<file path="config.mk">
export PLATFORM = sky130hd
export DESIGN_NAME = cpr_regbank
export DESIGN_NICKNAME = d
export VERILOG_FILES = /design/src/rtl/cpr_pkg.sv /design/src/rtl/cpr_mask_reg.sv /design/src/rtl/cpr_gpr_file.sv /design/src/rtl/cpr_flag_bank.sv /design/src/rtl/cpr_regbank.sv
export SDC_FILE = /design/constraint.sdc
export NUM_CORES = 1
export LEC_CHECK = 0
export ABC_AREA = 1
export BUFFER_PORTS_ARGS = -buffer_cell sky130_fd_sc_hd__buf_2
export CELL_PAD_IN_SITES_DETAIL_PLACEMENT = 1
export CELL_PAD_IN_SITES_GLOBAL_PLACEMENT = 2
export CORE_MARGIN = 2
export CORE_UTILIZATION = 34
export DETAILED_ROUTE_END_ITERATION = 7
export GPL_TIMING_DRIVEN = 0
export PLACE_DENSITY = 0.87
export SYNTH_ARGS = -nofsm -noshare
export SYNTH_HDL_FRONTEND = slang
export SYNTH_SLANG_ARGS = --single-unit
export TNS_END_PERCENT = 50
</file>
<file path="constraint.sdc">
create_clock -name clk -period 2.8 [get_ports clk]
set_input_delay 0.42 -clock clk [delete_from_list [all_inputs] [get_ports clk]]
set_output_delay 0.42 -clock clk [all_outputs]
set_load 0.005 [all_outputs]
</file>
<file path="src/rtl/cpr_pkg.sv">
package cpr_pkg;
    localparam int ADDR_W    = 5;
    localparam int CTL_BITS  = 3;
    localparam int SEM_BITS  = 8;
    localparam int CCR_BITS  = 4;
    localparam int CHID_BITS = 7;
    localparam int GPR_N     = 8;
    localparam int GPR_IW    = $clog2(GPR_N);

    localparam logic [ADDR_W-1:0] OFF_CTL  = 5'd0;
    localparam logic [ADDR_W-1:0] OFF_CHID = 5'd1;
    localparam logic [ADDR_W-1:0] OFF_ISP  = 5'd2;
    localparam logic [ADDR_W-1:0] OFF_VBR  = 5'd3;
    localparam logic [ADDR_W-1:0] OFF_SWT  = 5'd4;
    localparam logic [ADDR_W-1:0] OFF_SEM  = 5'd5;
    localparam logic [ADDR_W-1:0] OFF_CCR  = 5'd6;
    localparam logic [1:0]        GRP_GPR  = 2'b01;
    localparam logic [1:0]        GRP_FLAG = 2'b10;
    localparam logic [15:0]       VBR_RST  = 16'hFE00;

    typedef struct packed {
        logic [CHID_BITS-1:0] chid;
        logic [15:0]          isp;
        logic [15:0]          vbr;
        logic [CCR_BITS-1:0]  ccr;
        logic [ADDR_W-1:0]    addr;
    } bank_state_t;
endpackage

</file>
<file path="src/rtl/cpr_mask_reg.sv">
module cpr_mask_reg #(
    parameter int W = 8
) (
    input  logic         clk,
    input  logic         rst_n,
    input  logic         wr_en,
    input  logic [W-1:0] mask,
    input  logic [W-1:0] val,
    output logic [W-1:0] q
);
    logic [W-1:0] q_d, q_q;

    always_comb begin
        q_d = q_q;
        if (wr_en) q_d = (q_q & ~mask) | (val & mask);
    end

    always_ff @(posedge clk or negedge rst_n) begin
        if (!rst_n) q_q <= '0;
        else        q_q <= q_d;
    end

    assign q = q_q;

    AST_MASKED_HOLD: assert property (@(posedge clk) disable iff (!rst_n)
        wr_en |=> (((q_q ^ $past(q_q)) & ~$past(mask)) == '0));
    AST_MASKED_TAKE: assert property (@(posedge clk) disable iff (!rst_n)
        wr_en |=> (((q_q ^ $past(val)) & $past(mask)) == '0));
    AST_IDLE_STABLE: assert property (@(posedge clk) disable iff (!rst_n)
        !wr_en |=> $stable(q_q));
endmodule

</file>
<file path="src/rtl/cpr_gpr_file.sv">
module cpr_gpr_file
    import cpr_pkg::*;
#(
    parameter int W = 16
) (
    input  logic                      clk,
    input  logic                      rst_n,
    input  logic                      h_we,
    input  logic [GPR_IW-1:0]         h_idx,
    input  logic [1:0]                h_be,
    input  logic [W-1:0]              h_wdata,
    input  logic                      cp_we,
    input  logic [GPR_IW-1:0]         cp_idx,
    input  logic [W-1:0]              cp_wdata,
    output logic [GPR_N-1:0][W-1:0]   regs
);
    localparam int HB = W / 2;

    logic [GPR_N-1:0][W-1:0] r_d, r_q;

    always_comb begin
        r_d = r_q;
        if (h_we) begin
            if (h_be[0]) r_d[h_idx][HB-1:0] = h_wdata[HB-1:0];
            if (h_be[1]) r_d[h_idx][W-1:HB] = h_wdata[W-1:HB];
        end
        if (cp_we) r_d[cp_idx] = cp_wdata;
    end

    always_ff @(posedge clk or negedge rst_n) begin
        if (!rst_n) r_q <= '0;
        else        r_q <= r_d;
    end

    assign regs = r_q;

    AST_CP_PRIORITY: assert property (@(posedge clk) disable iff (!rst_n)
        cp_we |=> (r_q[$past(cp_idx)] == $past(cp_wdata)));
    AST_HI_LANE_KEEP: assert property (@(posedge clk) disable iff (!rst_n)
        (h_we && !h_be[1] && !(cp_we && cp_idx == h_idx))
        |=> (r_q[$past(h_idx)][W-1:HB] == $past(r_q[h_idx][W-1:HB])));
endmodule

</file>
<file path="src/rtl/cpr_flag_bank.sv">
module cpr_flag_bank #(
    parameter int N = 128
) (
    input  logic         clk,
    input  logic         rst_n,
    input  logic [N-1:0] set,
    input  logic [N-1:0] clr,
    output logic [N-1:0] flags
);
    localparam logic [N-1:0] RST_VAL = {{(N-1){1'b0}}, 1'b1};

    logic [N-1:0] f_d, f_q;

    always_comb begin
        f_d = (f_q & ~clr) | set;
    end

    always_ff @(posedge clk or negedge rst_n) begin
        if (!rst_n) f_q <= RST_VAL;
        else        f_q <= f_d;
    end

    assign flags = f_q;

    AST_FLAG_SET: assert property (@(posedge clk) disable iff (!rst_n)
        (|set) |=> ((f_q & $past(set)) == $past(set)));
    AST_FLAG_CLR: assert property (@(posedge clk) disable iff (!rst_n)
        (|clr) |=> ((f_q & $past(clr) & ~$past(set)) == '0));
endmodule

</file>
<file path="src/rtl/cpr_regbank.sv">
module cpr_regbank
    import cpr_pkg::*;
#(
    parameter int NUM_CH = 128
) (
    input  logic                 clk,
    input  logic                 rst_n,
    input  logic                 bus_req,
    input  logic                 bus_wr,
    input  logic [4:0]           bus_addr,
    input  logic [1:0]           bus_be,
    input  logic [15:0]          bus_wdata,
    output logic [15:0]          bus_rdata,
    input  logic                 cp_we,
    input  logic [2:0]           cp_sel,
    input  logic [15:0]          cp_wdata,
    input  logic [NUM_CH-1:0]    chan_req,
    input  logic [NUM_CH-1:0]    flag_clr,
    output logic                 eng_en
);
    localparam int FLAG_WORDS = NUM_CH / 16;

    bank_state_t st_d, st_q;
    logic [CTL_BITS-1:0]     ctl_q;
    logic [SEM_BITS-1:0]     swt_q, sem_q;
    logic [GPR_N-1:0][15:0]  gpr_q;
    logic [NUM_CH-1:0]       flags_q;

    logic host_wr, full_word, ctl_wr, swt_wr, sem_wr, gpr_wr, host_miss;

    assign host_wr   = bus_req && bus_wr;
    assign full_word = &bus_be;
    assign ctl_wr    = host_wr && full_word && (bus_addr == OFF_CTL);
    assign swt_wr    = host_wr && full_word && (bus_addr == OFF_SWT);
    assign sem_wr    = host_wr && full_word && (bus_addr == OFF_SEM);
    assign gpr_wr    = host_wr && (bus_addr[4:3] == GRP_GPR);
    assign host_miss = host_wr && (bus_addr > OFF_CCR) && (bus_addr[4:3] != GRP_GPR);

    cpr_mask_reg #(.W(CTL_BITS)) u_ctl (
        .clk(clk), .rst_n(rst_n), .wr_en(ctl_wr),
        .mask(bus_wdata[8 +: CTL_BITS]), .val(bus_wdata[CTL_BITS-1:0]), .q(ctl_q)
    );
    cpr_mask_reg #(.W(SEM_BITS)) u_swt (
        .clk(clk), .rst_n(rst_n), .wr_en(swt_wr),
        .mask(bus_wdata[15:8]), .val(bus_wdata[7:0]), .q(swt_q)
    );
    cpr_mask_reg #(.W(SEM_BITS)) u_sem (
        .clk(clk), .rst_n(rst_n), .wr_en(sem_wr),
        .mask(bus_wdata[15:8]), .val(bus_wdata[7:0]), .q(sem_q)
    );
    cpr_gpr_file #(.W(16)) u_gpr (
        .clk(clk), .rst_n(rst_n),
        .h_we(gpr_wr), .h_idx(bus_addr[2:0]), .h_be(bus_be), .h_wdata(bus_wdata),
        .cp_we(cp_we), .cp_idx(cp_sel), .cp_wdata(cp_wdata), .regs(gpr_q)
    );
    cpr_flag_bank #(.N(NUM_CH)) u_flags (
        .clk(clk), .rst_n(rst_n), .set(chan_req), .clr(flag_clr), .flags(flags_q)
    );

    always_comb begin
        st_d = st_q;
        if (bus_req) st_d.addr = bus_addr;
        if (host_wr) begin
            case (bus_addr)
                OFF_CHID: if (bus_be[0]) st_d.chid = bus_wdata[CHID_BITS-1:0];
                OFF_ISP: begin
                    if (bus_be[0]) st_d.isp[7:0]  = bus_wdata[7:0];
                    if (bus_be[1]) st_d.isp[15:8] = bus_wdata[15:8];
                end
                OFF_VBR: if (!ctl_q[0]) begin
                    if (bus_be[0]) st_d.vbr[7:0]  = bus_wdata[7:0];
                    if (bus_be[1]) st_d.vbr[15:8] = bus_wdata[15:8];
                    st_d.vbr[0] = 1'b0;
                end
                OFF_CCR: if (bus_be[0]) st_d.ccr = bus_wdata[CCR_BITS-1:0];
                default: ;
            endcase
        end
    end

    always_ff @(posedge clk or negedge rst_n) begin
        if (!rst_n) begin
            st_q      <= '0;
            st_q.vbr  <= VBR_RST;
        end else begin
            st_q <= st_d;
        end
    end

    always_comb begin
        bus_rdata = '0;
        case (st_q.addr)
            OFF_CTL:  bus_rdata = {{(16-CTL_BITS){1'b0}}, ctl_q};
            OFF_CHID: bus_rdata = {{(16-CHID_BITS){1'b0}}, st_q.chid};
            OFF_ISP:  bus_rdata = st_q.isp;
            OFF_VBR:  bus_rdata = st_q.vbr;
            OFF_SWT:  bus_rdata = {8'h00, swt_q};
            OFF_SEM:  bus_rdata = {8'h00, sem_q};
            OFF_CCR:  bus_rdata = {{(16-CCR_BITS){1'b0}}, st_q.ccr};
            default: begin
                if (st_q.addr[4:3] == GRP_GPR)
                    bus_rdata = gpr_q[st_q.addr[2:0]];
                else if (st_q.addr[4:3] == GRP_FLAG && int'(st_q.addr[2:0]) < FLAG_WORDS)
                    bus_rdata = flags_q[{st_q.addr[2:0], 4'b0000} +: 16];
            end
        endcase
    end

    assign eng_en = ctl_q[0];

    AST_VBR_LOCKED: assert property (@(posedge clk) disable iff (!rst_n)
        (host_wr && bus_addr == OFF_VBR && eng_en) |=> $stable(st_q.vbr));
    AST_MISS_NO_EFFECT: assert property (@(posedge clk) disable iff (!rst_n)
        host_miss |=> ($stable({st_q.chid, st_q.isp, st_q.vbr, st_q.ccr})
                       && $stable(ctl_q) && $stable(swt_q) && $stable(sem_q)));
    AST_ADDR_HOLD: assert property (@(posedge clk) disable iff (!rst_n)
        !bus_req |=> $stable(st_q.addr));
endmodule

</file>
# Word-level counts from Yosys, hierarchy flattened
# Cells that the tools add are included.
[op_classes]
n_shift = 1
n_bitwise = 14
reduce_logical = 17
mux = 19
order_cmp = 5
eq_ne = 15
[op_table]
columns = ["operator", "count"]
rows = [
  ["$mux W128", 5],
  ["$bwmux W128", 3],
  ["$demux W16 S3", 3],
  ["$and A128 B128 Y128", 1],
  ["$not A128 Y128", 1],
  ["$or A128 B128 Y128", 1],
  ["$shiftx A128 B8 Y16", 1],
  ["$pmux W16 S7", 1],
  ["$mux W16", 5],
  ["$bmux W16 S3", 1],
  ["$eq A5 B3 Y1 const B", 6],
  ["$and A8 B8 Y8", 3],
  ["$eq A5 B2 Y1 const B", 4],
  ["$or A8 B8 Y8", 2],
  ["$lt A3 B4 Y1 const B", 3],
  ["$reduce_and A3 Y1", 4],
  ["$eq A5 B1 Y1 const B", 2],
  ["$logic_not A5 Y1", 2],
  ["$logic_and A1 B1 Y1", 8],
  ["$mux W8", 1],
  ["$not A8 Y8", 1],
  ["$reduce_and A4 Y1", 2],
  ["$and A3 B3 Y3", 2],
  ["$ge A3 B1 Y1 const B", 2],
  ["6 further kinds", 7],
]
[word_totals]
reg_bits = 322
in_bits = 303

# Depth between registers and ports, before layout
# Gate-level depths: netlist of the first run.
[depth]
depth_word = 12
ltp_mapped = 9
ltp_nobuf = 8

# Cells and area by module
# Synthesis of the first run repeated with hierarchy kept, for this count alone.
[hier_totals]
hier_cells = 2605
area_unflattened_um2 = 17844.6
[modules_own_cells]
columns = ["module", "seq_area_each_um2", "area_each_um2", "cells_each", "n_inst"]
rows = [
  ["cpr_gpr_file", 3203.1, 7125.6, 1036, 1],
  ["cpr_flag_bank", 3204.3, 5126.2, 640, 1],
  ["cpr_regbank", 1184.9, 4705.8, 830, 1],
  ["cpr_mask_reg (u_sem ...)", 200.2, 381.6, 42, 2],
  ["cpr_mask_reg (u_ctl)", 75.1, 123.9, 15, 1],
]

# Worst setup path after synthesis of the first run
# OpenSTA, ideal clock, no wires.
[synth_path]
kind = "register to output"
start = "register st_q[1] (netlist bit)"
end = "output bus_rdata[14]"
path_slack_ns = 1.065
t_required_ns = 2.380
stages_incl_launch_ff = 10
arrival_time_ns = 1.315
n_path_buf = 3
cell_sequence = "dfrtp_1 > buf_2 > nand2_1 > buf_2 > buf_2 > nor2_1 > a21oi_1 > nand3_1 > nand3_1 > nand3b_1"
[synth_between]
elab_chain_len = 4
word_cells_on_any_way = 13
[synth_lines]
columns = ["element", "line_no", "source"]
rows = [
  ["start, declared", "cpr_regbank.sv:23", "bank_state_t st_d, st_q;"],
  ["start signal, assigned", "cpr_regbank.sv:86", "st_q <= st_d;"],
  ["$shiftx A128 B8 Y16 or $bmux W16 S3 (tied branches)", "cpr_regbank.sv:104, cpr_regbank.sv:102", ""],
  ["$mux W16, on equally long branches", "cpr_regbank.sv:103, cpr_regbank.sv:102", ""],
  ["$mux W16", "cpr_regbank.sv:101", "if (st_q.addr[4:3] == GRP_GPR)"],
  ["$pmux W16 S7 (*)", "cpr_regbank.sv:92", "case (st_q.addr)"],
  ["end, declared", "cpr_regbank.sv:13", "output logic [15:0] bus_rdata,"],
]
# Every way passes the cells marked *; elsewhere a longest branch is shown, timed or not. The select of a mux whose other input is x is not followed.

# Final worst setup path of the first run
[layout_path]
start = "register st_q[1] (netlist bit)"
end = "output bus_rdata[7]"
# Same word-level chain as after synthesis.

==> results.md, run 1 <==
* Outcome: finished with violations
* Failing checks: setup timing
* Final critical-path share of the clock period at 1.00
* Top layer in use: met5
* Worst-Margin Slew at 895 ps
* Net Sw Power at 4.07 mW
* Clock skew at 9.68 ps
* Starting Density at 0.345
* Worst setup startpoint: st_q[1]
* Synth top cells by count: 439 x nand2_1, 314 x dfrtp_1, 267 x nor2_1
* Sequential group share of total power at 0.418
* Worst vdd ir at 370 uV
* Async set or reset register ratio after synthesis at 1.00
* First-pass GRT wire length at 106000 um
* DR WL met3 at 3470 um
* Layout area overhead at 27.4%
* Syn Inst Count at 2050
* Met2 WL at 34300 um
* Final GP Congestion at 0.863
* Crit start category: register
* Worst Hold Launch: flag_clr[4]
* CTS sink count at 322
* Syn. warnings at 0
* Sequential element share of the synthesized area at 0.500
* Max Cap Viol at 0
* Dominant cells by area after synthesis: dfrtp_1 49%, nand2_1 10%, nand3_1 6.9%
* DP Cell Count at 2945
* Vias in the first global route at 17378
* Residual DRC count at 0
* Most frequent cell after synthesis: nand2_1
* Die area at 49300 sq um
* 1st-iter DRT viols at 1107
* Comb pwr share at 0.184
* Metal-1 WL at 30200 um
* Site Rows at 79
* GR Overflow Total at 0
* Post-route ant nets at 0
* Number of synthesized flops with an enable pin at 0
* Pint at 9.28 mW
* Core area at 46800 sq um
* Average size of a mapped cell at 7.88 sq um
* Layout cells sized above 1 at 0.201
* Crit. End Element: output pin
* Drt pass-1 iters at 7
* Setup violations, final at 1
* Final setup margin at -9.45 ps
* Via density at 5.31
* Setup_tns at -9.45 ps
* Routed WL per cell at 23.2 um
* Yosys top cell by area: dfrtp_1
* Routed wire length at 70900 um
* Final Slew Violations at 0
* Min-delay worst type: in -> reg
* Die Ht at 222 um
* Mapped Nets at 2353
* Worst Path Required at 2380 ps
* Clk_lat worst skew at 580 ps
* Synth unique cells at 27
* R2R cell count at 4
* Hold path depth at 2
* Synth Register Bits at 322
* Nets at 2723
* Clock Power Share at 0.398
* Die X at 222 um
* CP Data Arrival Time at 2390 ps
* Pwr per Cell Area at 649 nW/um^2
* Crit Path Category: reg -> out
* Clock Path Buffers at 3
* Main synth FF type: dfrtp_1
* Largest net degree at the start of global routing at 118
* Final hold vios at 0
* Synth top area share at 0.487
* Initial antenna violation count at 7
* Max Clk Rate at 0.356 GHz
* I/O Pins at 320
* PortBufs at 286
* Sw Share at 0.305
* Mapped Area at 16200 sq um
* Clock-pin slew on the worst setup and hold paths at 60 ps
* CP max FO at 10
* Tot GR Track Use at 0.285
* Clock Tree Root: clkbuf_16
* Final min period at 2810 ps
* H-tree Lvls at 2
* Slew HR at 0.403
* Non-filler cells, final at 3061
* CTS buffer count at 41
* Pleak at 10.3 nW
* CTS tree: built
* Via Count at 16243
* RSZ-0062 raised after global routing: true
* DP HPWL at 53600 um
## power by group through the flow
stage / clock network, mW / registers (mW) / logic, mW
3_3_place_gp: 0 / 5.62 / 2.14
6_report: 5.31 / 5.58 / 2.45
3_5_place_dp: 0 / 5.64 / 2.24
4_1_cts: 5.37 / 5.57 / 2.41
5_1_grt: 5.57 / 5.64 / 2.69
2_1_floorplan: 0 / 5.52 / 1.23
## metrics by stage
stage / utilization / instance area (sq um) / power [mW] / setup WS, ps / hold slack [ps]
floorplan: - / 16200 / 6.75 / 1070 / 124
global placement: 0.392 / 18300 / 7.76 / -5280 / 461
detailed placement: 0.394 / 18400 / 7.88 / -285 / 470
CTS: 0.438 / 20500 / 13.4 / -9.47 / 0.664
global route: 0.440 / 20600 / 13.9 / -66.6 / 6.81
finish: 0.440 / 20600 / 13.3 / -9.45 / 23.1
## path summary, 6_finish.rpt
check,endpoint,slack (ps)
worst max-delay path,bus_rdata[7],-9
worst min-delay path,u_flags.flags[4],20
worst max register to register,st_q[23],1500
worst min register to register,st_q[21],470
max in group asynchronous,u_flags.flags[17],1100
min in group asynchronous,u_gpr.regs[12],490
## cells by family (layout without fill, tap and decap cells)
family                 count (synthesis)  after routing  synth area share
DFF                                  322            322             0.500
other                                  0              4                 0
AOI/OAI and AO/OA                    399            399             0.156
buffers and inverters                332            732            0.0813
and+or+nand+nor                      997            997             0.263
## cell type report
type / instances / area (sq um)
Tap cell: 607 / 759
Timing Repair Buffer: 327 / 1880
Antenna cell: 4 / 10.0
Clock inverter: 6 / 66.3
Inverter: 203 / 786
Fill cell: 5724 / 26200
Multi-Input combinational cell: 1396 / 6940
Buffer: 129 / 802
Clock buffer: 67 / 1250
Sequential cell: 322 / 8070
## worst max-delay path: stages (launching register included)
cell      delay, ps
dfrtp_1         400
buf_12          160
nand2_4         100
clkinv_4        130
clkbuf_4        240
nand2_1          80
nand4_1         150
nand3_1         200
nand3_2         170
buf_2           180
## cell usage in the layout (no fill, tap or decap), types with 2 or more instances in the layout
master / count
nand3_2: 15
a21oi_2: 2
nor3_1: 2
clkbuf_2: 3
clkbuf_4: 7
clkbuf_8: 15
o21ai_1: 20
nand3b_1: 6
o21ai_0: 59
buf_12: 4
o31ai_1: 16
buf_8: 5
nor2_2: 10
a31oi_1: 128
nand2_2: 6
inv_1: 197
inv_2: 2
buf_16: 2
diode_2: 4
nand3_1: 210
nor2_4: 12
nand4_1: 39
dfrtp_1: 312
buf_4: 16
nor2_1: 258
dfrtp_2: 2
clkbuf_1: 58
buf_1: 17
o21ai_2: 2
o21bai_1: 128
dfstp_2: 8
clkbuf_16: 42
a21oi_1: 44
nand2_1: 434
buf_6: 13
dlygate4sd3_1: 30
clkinv_2: 5
buf_2: 311
## flip-flops by register name (all words and copies together), names as in the netlist, named ones only
register / count
st_q: 47
u_gpr.regs: 128
u_flags.flags: 128
## what timing repair did
| action | CTS | global route |
|---|---|---|
| setup buffers | 7 | 2 |
| endpoints found under the hold margin | 129 | 0 |
| hold buffers | 30 | 0 |
| gates resized for setup | 128 | 26 |
| gates cloned | 0 | 0 |
| pin swaps | 4 | 5 |
| setup endpoints to repair | 16 | 13 |
## routing by layer
layer  GRT usage  up-vias
met5           0        -
met4       0.112        6
met3      0.0501      133
met2       0.490      493
met1       0.357     8108
li1            -     7503
Power figures use the tool's default switching activity.
==> run 2: changes to the inputs <==
- CORE_UTILIZATION: 34 -> 33
- SYNTH_HIERARCHICAL: default -> 1
==> results.md, run 2 <==
* Synth top cells by count: 1183 x nand2_1, 448 x inv_1, 314 x dfrtp_1 (was 439 x nand2_1, 314 x dfrtp_1, 267 x nor2_1)
* Clock Power Share at 0.380 (was 0.398)
* Die area at 56000 sq um (was 49300 sq um)
* Pleak at 12.9 nW (was 10.3 nW)
* Routed WL per cell at 23.1 um (was 23.2 um)
* CTS sink count at 322 (unchanged)
* Via density at 5.07 (was 5.31)
* Largest net degree at the start of global routing at 102 (was 118)
* Min-delay worst type: in -> reg (unchanged)
* 1st-iter DRT viols at 1597 (was 1107)
* Vias in the first global route at 19672 (was 17378)
* R2R setup slack at 1410 ps (was 1500 ps)
* Comb pwr share at 0.219 (was 0.184)
* Final hold vios at 0 (unchanged)
* Sequential group share of total power at 0.401 (was 0.418)
* Drt pass-1 iters at 5 (was 7)
* Worst vdd ir at 367 uV (was 370 uV)
* Worst setup startpoint: st_q[1] (unchanged)
* CP Data Arrival Time at 2540 ps (was 2390 ps)
* Core area at 53600 sq um (was 46800 sq um)
* Worst Path Required at 2380 ps (about the same)
* Commonest cells after routing, fill and taps aside: 1171 x nand2_1, 448 x inv_1, 337 x buf_2, 312 x dfrtp_1, 233 x nand3_1 (was 434 x nand2_1, 312 x dfrtp_1, 311 x buf_2, 258 x nor2_1, 210 x nand3_1)
* Final setup margin at -160 ps (was -9.45 ps)
* First-pass GRT wire length at 127000 um (was 106000 um)
* Hold path depth at 3 (was 2)
* Ant diodes at 0 (was 4)
* Nets at 3303 (was 2723)
* Layout cells sized above 1 at 0.212 (was 0.201)
* RSZ-0062 raised after global routing: true (unchanged)
* Net Sw Power at 4.61 mW (was 4.07 mW)
* Final Slew Violations at 0 (unchanged)
* Pint at 9.49 mW (was 9.28 mW)
* CP max FO at 10 (unchanged)
* Clock Path Buffers at 3 (unchanged)
* CTS buffer count at 41 (unchanged)
* Most frequent CP cell: nand3_2
* Slew HR at 0.399 (was 0.403)
* Worst Hold Launch: chan_req[67] (was flag_clr[4])
* Clock Tree Root: clkbuf_16 (unchanged)
* GR Overflow Total at 0 (unchanged)
* Yosys top cell by area: dfrtp_1 (unchanged)
* Synth top area share at 0.440 (was 0.487)
* I/O Pins at 320 (unchanged)
* Starting Density at 0.333 (was 0.345)
* Tot GR Track Use at 0.307 (was 0.285)
* RR Endpoint: st_q[1] (was st_q[23])
* Number of synthesized flops with an enable pin at 0 (unchanged)
* Final min period at 2960 ps (was 2810 ps)
* Die X at 237 um (was 222 um)
* Residual DRC count at 0 (unchanged)
* Worst reg2reg startpoint: st_q[1]
* Syn Inst Count at 2605 (was 2050)
* Most frequent cell after synthesis: nand2_1 (unchanged)
* Syn. warnings at 6 (was 0)
* Synth Register Bits at 322 (unchanged)
* Setup violations, final at 8 (was 1)
* CTS tree: built (unchanged)
* Final GP Congestion at 0.963 (was 0.863)
* Crit start category: register (unchanged)
* Initial antenna violation count at 5 (was 7)
* Clk_lat worst skew at 580 ps (about the same)
* Main synth FF type: dfrtp_1 (unchanged)
* Overall power at 14.1 mW (was 13.3 mW)
* Clock-pin slew on the worst setup and hold paths at 60 ps (about the same)
* Max Clk Rate at 0.338 GHz (was 0.356 GHz)
* Crit-path slowest cell: dfrtp_2 (was dfrtp_1)
* Via Count at 18909 (was 16243)
* Crit Path Category: reg -> out (unchanged)
* DP Cell Count at 3607 (was 2945)
* Worst-Margin Slew at 902 ps (was 895 ps)
* Synth unique cells at 29 (was 27)
* Final critical-path share of the clock period at 1.06 (was 1.00)
* R2R cell count at 4 (unchanged)
* Failing checks: setup timing (unchanged)
* Max stage delay on crit path at 450 ps (was 400 ps)
* Most common cell after layout, fill and taps aside: nand2_1 (unchanged)
* H-tree Lvls at 2 (unchanged)
* Mapped Nets at 2908 (was 2353)
* Mapped Area at 17800 sq um (was 16200 sq um)
* Site Rows at 85 (was 79)
* Crit path cell chain: buf_8 -> clkbuf_2 -> nand2_1 -> nand4_1 -> nand3_2 -> nand3_2 -> buf_2 (was buf_12 -> nand2_4 -> clkinv_4 -> clkbuf_4 -> nand2_1 -> nand4_1 -> nand3_1 -> nand3_2 -> buf_2)
* PortBufs at 303 (was 286)
* Crit. End Element: output pin (unchanged)
* Die Ht at 237 um (was 222 um)
* DP HPWL at 63600 um (was 53600 um)
* Layout area overhead at 27.7% (was 27.4%)
* Outcome: finished with violations (unchanged)
* Non-filler cells, final at 3727 (was 3061)
* Pwr per Cell Area at 619 nW/um^2 (was 649 nW/um^2)
* Hold Path Sink: u_flags/flags[67] (was u_flags.flags[4])
* Post-route ant nets at 0 (unchanged)
* Sw Share at 0.327 (was 0.305)
* Sequential element share of the synthesized area at 0.452 (was 0.500)
* Max Cap Viol at 0 (unchanged)
* Clock skew at 18.2 ps (was 9.68 ps)
* Dominant cells by area after synthesis: dfrtp_1 44%, nand2_1 25%, inv_1 9.4% (was dfrtp_1 49%, nand2_1 10%, nand3_1 6.9%)
* Average size of a mapped cell at 6.85 sq um (was 7.88 sq um)
* Async set or reset register ratio after synthesis at 1.00 (unchanged)
* Routed wire length at 86000 um (was 70900 um)
## run 2: worst max path at each step
| stage | endpoint | cells after the start | slack (ps) |
|---|---|---|---|
| after detailed placement | bus_rdata[2] | 9 | -110 |
| after global routing | bus_rdata[2] | 9 | -130 |
| after CTS | bus_rdata[1] | 10 | -100 |
| after floorplan | u_gpr/regs[0] | 10 | 910 |
| final | bus_rdata[2] | 7 | -160 |
| after global placement | u_gpr/regs[29] | 1 | -5350 |
## run 2: repair_timing
| action | 4_1_cts | 5_1_grt |
|---|---|---|
| endpoints found under the setup margin | 16 | 16 |
| endpoints found under the hold margin | 88 | 0 |
| cloned | 2 | 1 |
| buffers inserted | 20 | 13 |
| hold buffers | 13 | 0 |
| pin swaps | 31 | 18 |
| resized for setup | 142 | 39 |
## run 2: worst max-delay path: cells and delay by family, from the launching register on
kind          cells  cell delay [ps]
simple gates      4              910
flops             1              450
buf+inv           3              580
## run 2: area by class of cell
class	instances	area, sq um
Clock inverter	12	136
Multi-Input combinational cell	1707	7730
Clock buffer	62	1200
Inverter	469	1770
Sequential cell	322	8070
Tap cell	696	871
Timing Repair Buffer	352	2140
Fill cell	6880	30800
Buffer	107	881
## run 2: routing by layer
metal  track usage  vias up  share of wire
li1              -     8685              -
met1         0.392     9244           0.41
met2         0.508      770           0.47
met3        0.0478      200          0.070
met4         0.146       10          0.049
met5             0        -        0.00083
## run 2: per-stage QoR
step	instance area (sq um)	setup TNS, ps	util	worst slack, ps	hold slack, ps
after floorplan	17800	0	-	913	124
after global placement	20200	-1694020	0.377	-5350	455
after detailed placement	20300	-447	0.379	-110	458
after CTS	22600	-840	0.421	-103	0.958
after global routing	22800	-994	0.425	-130	19.4
final	22800	-557	0.425	-160	24.6
## run 2: logic make-up after synthesis
group | after synthesis | share of synthesized area
AND/OR/NAND/NOR | 1631 | 0.391
buffers and inverters | 576 | 0.132
AO/OA/AOI/OAI | 76 | 0.0245
flip-flops | 322 | 0.452
## run 2: power groups by stage
stage / Clock (mW) / Sequential (mW) / Combinational [mW]
after detailed placement: 0 / 5.71 / 2.72
after floorplan: 0 / 5.57 / 1.50
after global routing: 5.62 / 5.71 / 3.39
after global placement: 0 / 5.69 / 2.62
final: 5.36 / 5.65 / 3.09
after CTS: 5.46 / 5.64 / 2.99
==> run 3: changes to the inputs <==
- CORE_MARGIN: 2 -> 8
- CORE_UTILIZATION: 33 -> 34
- CTS_BUF_LIST: default -> sky130_fd_sc_hd__clkbuf_4
- PLACE_DENSITY: 0.87 -> 0.89
==> results.md, run 3 (synthesis results as in run 2) <==
* CTS buffer count at 95 (was 41)
* Drt pass-1 iters at 6 (was 5)
* Post-route ant nets at 0 (unchanged)
* Layout area overhead at 42.0% (was 27.7%)
* CTS tree: built (unchanged)
* Max Cap Viol at 0 (unchanged)
* Initial antenna violation count at 3 (was 5)
* Clk_lat worst skew at 830 ps (was 580 ps)
* Starting Density at 0.342 (was 0.333)
* Nets at 3639 (was 3303)
* First-pass GRT wire length at 148000 um (was 127000 um)
* H-tree Lvls at 3 (was 2)
* Final GP Congestion at 0.952 (was 0.963)
* Pleak at 14.0 nW (was 12.9 nW)
* Final min period at 3150 ps (was 2960 ps)
* Largest net degree at the start of global routing at 102 (unchanged)
* Die X at 245 um (was 237 um)
* Worst vdd ir at 241 uV (was 367 uV)
* Crit start category: register (unchanged)
* Final critical-path share of the clock period at 1.13 (was 1.06)
* Slew HR at 0.388 (was 0.399)
* CP Data Arrival Time at 2730 ps (was 2540 ps)
* Site Rows at 84 (was 85)
* Most common cell after layout, fill and taps aside: nand2_1 (unchanged)
* Setup violations, final at 16 (was 8)
* Overall power at 13.8 mW (was 14.1 mW)
* PortBufs at 303 (unchanged)
* Final hold vios at 0 (unchanged)
* 1st-iter DRT viols at 1728 (was 1597)
* Vias in the first global route at 23099 (was 19672)
* Min-delay worst type: in -> reg (unchanged)
* Clock Path Buffers at 3 (unchanged)
* DP HPWL at 66100 um (was 63600 um)
* GR Overflow Total at 0 (unchanged)
* Commonest cells after routing, fill and taps aside: 1177 x nand2_1, 448 x inv_1, 338 x buf_2, 311 x dlygate4sd3_1, 311 x dfrtp_1 (was 1171 x nand2_1, 448 x inv_1, 337 x buf_2, 312 x dfrtp_1, 233 x nand3_1)
* Outcome: finished with violations (unchanged)
* Routed WL per cell at 24.5 um (was 23.1 um)
* CTS sink count at 322 (unchanged)
* Final Core Density at 0.485 (was 0.425)
* Failing checks: setup timing (unchanged)
* Tot GR Track Use at 0.327 (was 0.307)
* Crit Path Category: reg -> out (unchanged)
* Worst Path Required at 2380 ps (about the same)
* Routed wire length at 100000 um (was 86000 um)
* Pwr per Cell Area at 544 nW/um^2 (was 619 nW/um^2)
* Final Slew Violations at 0 (unchanged)
* CP max FO at 10 (unchanged)
* Clock skew at 32.4 ps (was 18.2 ps)
* Clock-pin slew on the worst setup and hold paths at 70 ps (was 60 ps)
* Crit. End Element: output pin (unchanged)
* Final setup margin at -351 ps (was -160 ps)
* Worst-Margin Slew at 918 ps (was 902 ps)
* Clock Tree Root: clkbuf_4 (was clkbuf_16)
* Die Ht at 245 um (was 237 um)
* Via density at 5.19 (was 5.07)
* RSZ-0062 raised after global routing: true (unchanged)
* Via Count at 21266 (was 18909)
* I/O Pins at 320 (unchanged)
* Residual DRC count at 0 (unchanged)
* Core area at 52200 sq um (was 53600 sq um)
* Layout cells sized above 1 at 0.206 (was 0.212)
* Max Clk Rate at 0.317 GHz (was 0.338 GHz)
* Die area at 60100 sq um (was 56000 sq um)
run 3: worst paths after layout:
path / startpoint / to / slack [ps] / cells past startpoint
max: st_q[0] / bus_rdata[10] / -350 / 8
min: cp_wdata[2] / u_gpr/regs[98] / 60 / 3
max reg2reg: u_flags/flags[73] / u_flags/flags[73] / 1420 / 3
min reg2reg: st_q[24] / st_q[24] / 470 / 2
max in group asynchronous: rst_n / u_gpr/regs[13] / 1330 / 4
min in group asynchronous: rst_n / u_flags/flags[5] / 100 / 2
run 3: worst max-delay path, cell delays in order (launching register included):
cell,delay [ps]
dfrtp_2,460
buf_12,180
nor2_4,250
buf_8,230
a21oi_1,90
nand4_1,170
nand3_2,210
nand3_4,150
buf_2,130
run 3: report_power, final:
| part | internal (mW) | switching (mW) | total, mW |
|---|---|---|---|
| sequential | 5.25 | 0.409 | 5.66 |
| combinational | 1.32 | 2.14 | 3.47 |
| clock | 2.30 | 2.36 | 4.66 |
run 3: per-stage QoR:
stage	instances	cell area (sq um)	TNS (ps)	setup slack, ps	hold slack (ps)
floorplan	2605	17800	0	913	124
global placement	3596	20200	-1714640	-5410	455
detailed placement	3599	20300	-342	-109	377
CTS	4089	25200	-4650	-329	11.7
global route	4093	25300	-5680	-411	66.2
finish	4094	25300	-4410	-351	60.7
run 3: final cells by class:
class / count / area, sq um
clock inverters: 20 / 78.8
repair buffers: 634 / 4890
flip-flops and latches: 322 / 8070
plain buffers: 107 / 886
multi-input cells: 1707 / 7690
fillers: 6625 / 26900
diodes: 4 / 10.0
clock buffers: 143 / 1070
well taps: 688 / 861
inverters: 469 / 1770
run 3: timing repair:
item	in CTS	in global routing
setup buffers	16	1
hold buffers	311	0
endpoints found under the setup margin	16	16
gates resized for setup	148	24
hold endpoints to repair	499	0
pin swaps	20	12
run 3: layer usage:
metal / track usage / wire length, um / part of all wire
met1: 0.391 / 38500 / 0.38
met2: 0.539 / 46900 / 0.47
met3: 0.0758 / 8930 / 0.089
met4: 0.185 / 5800 / 0.058
met5: 0 / 0 / 0
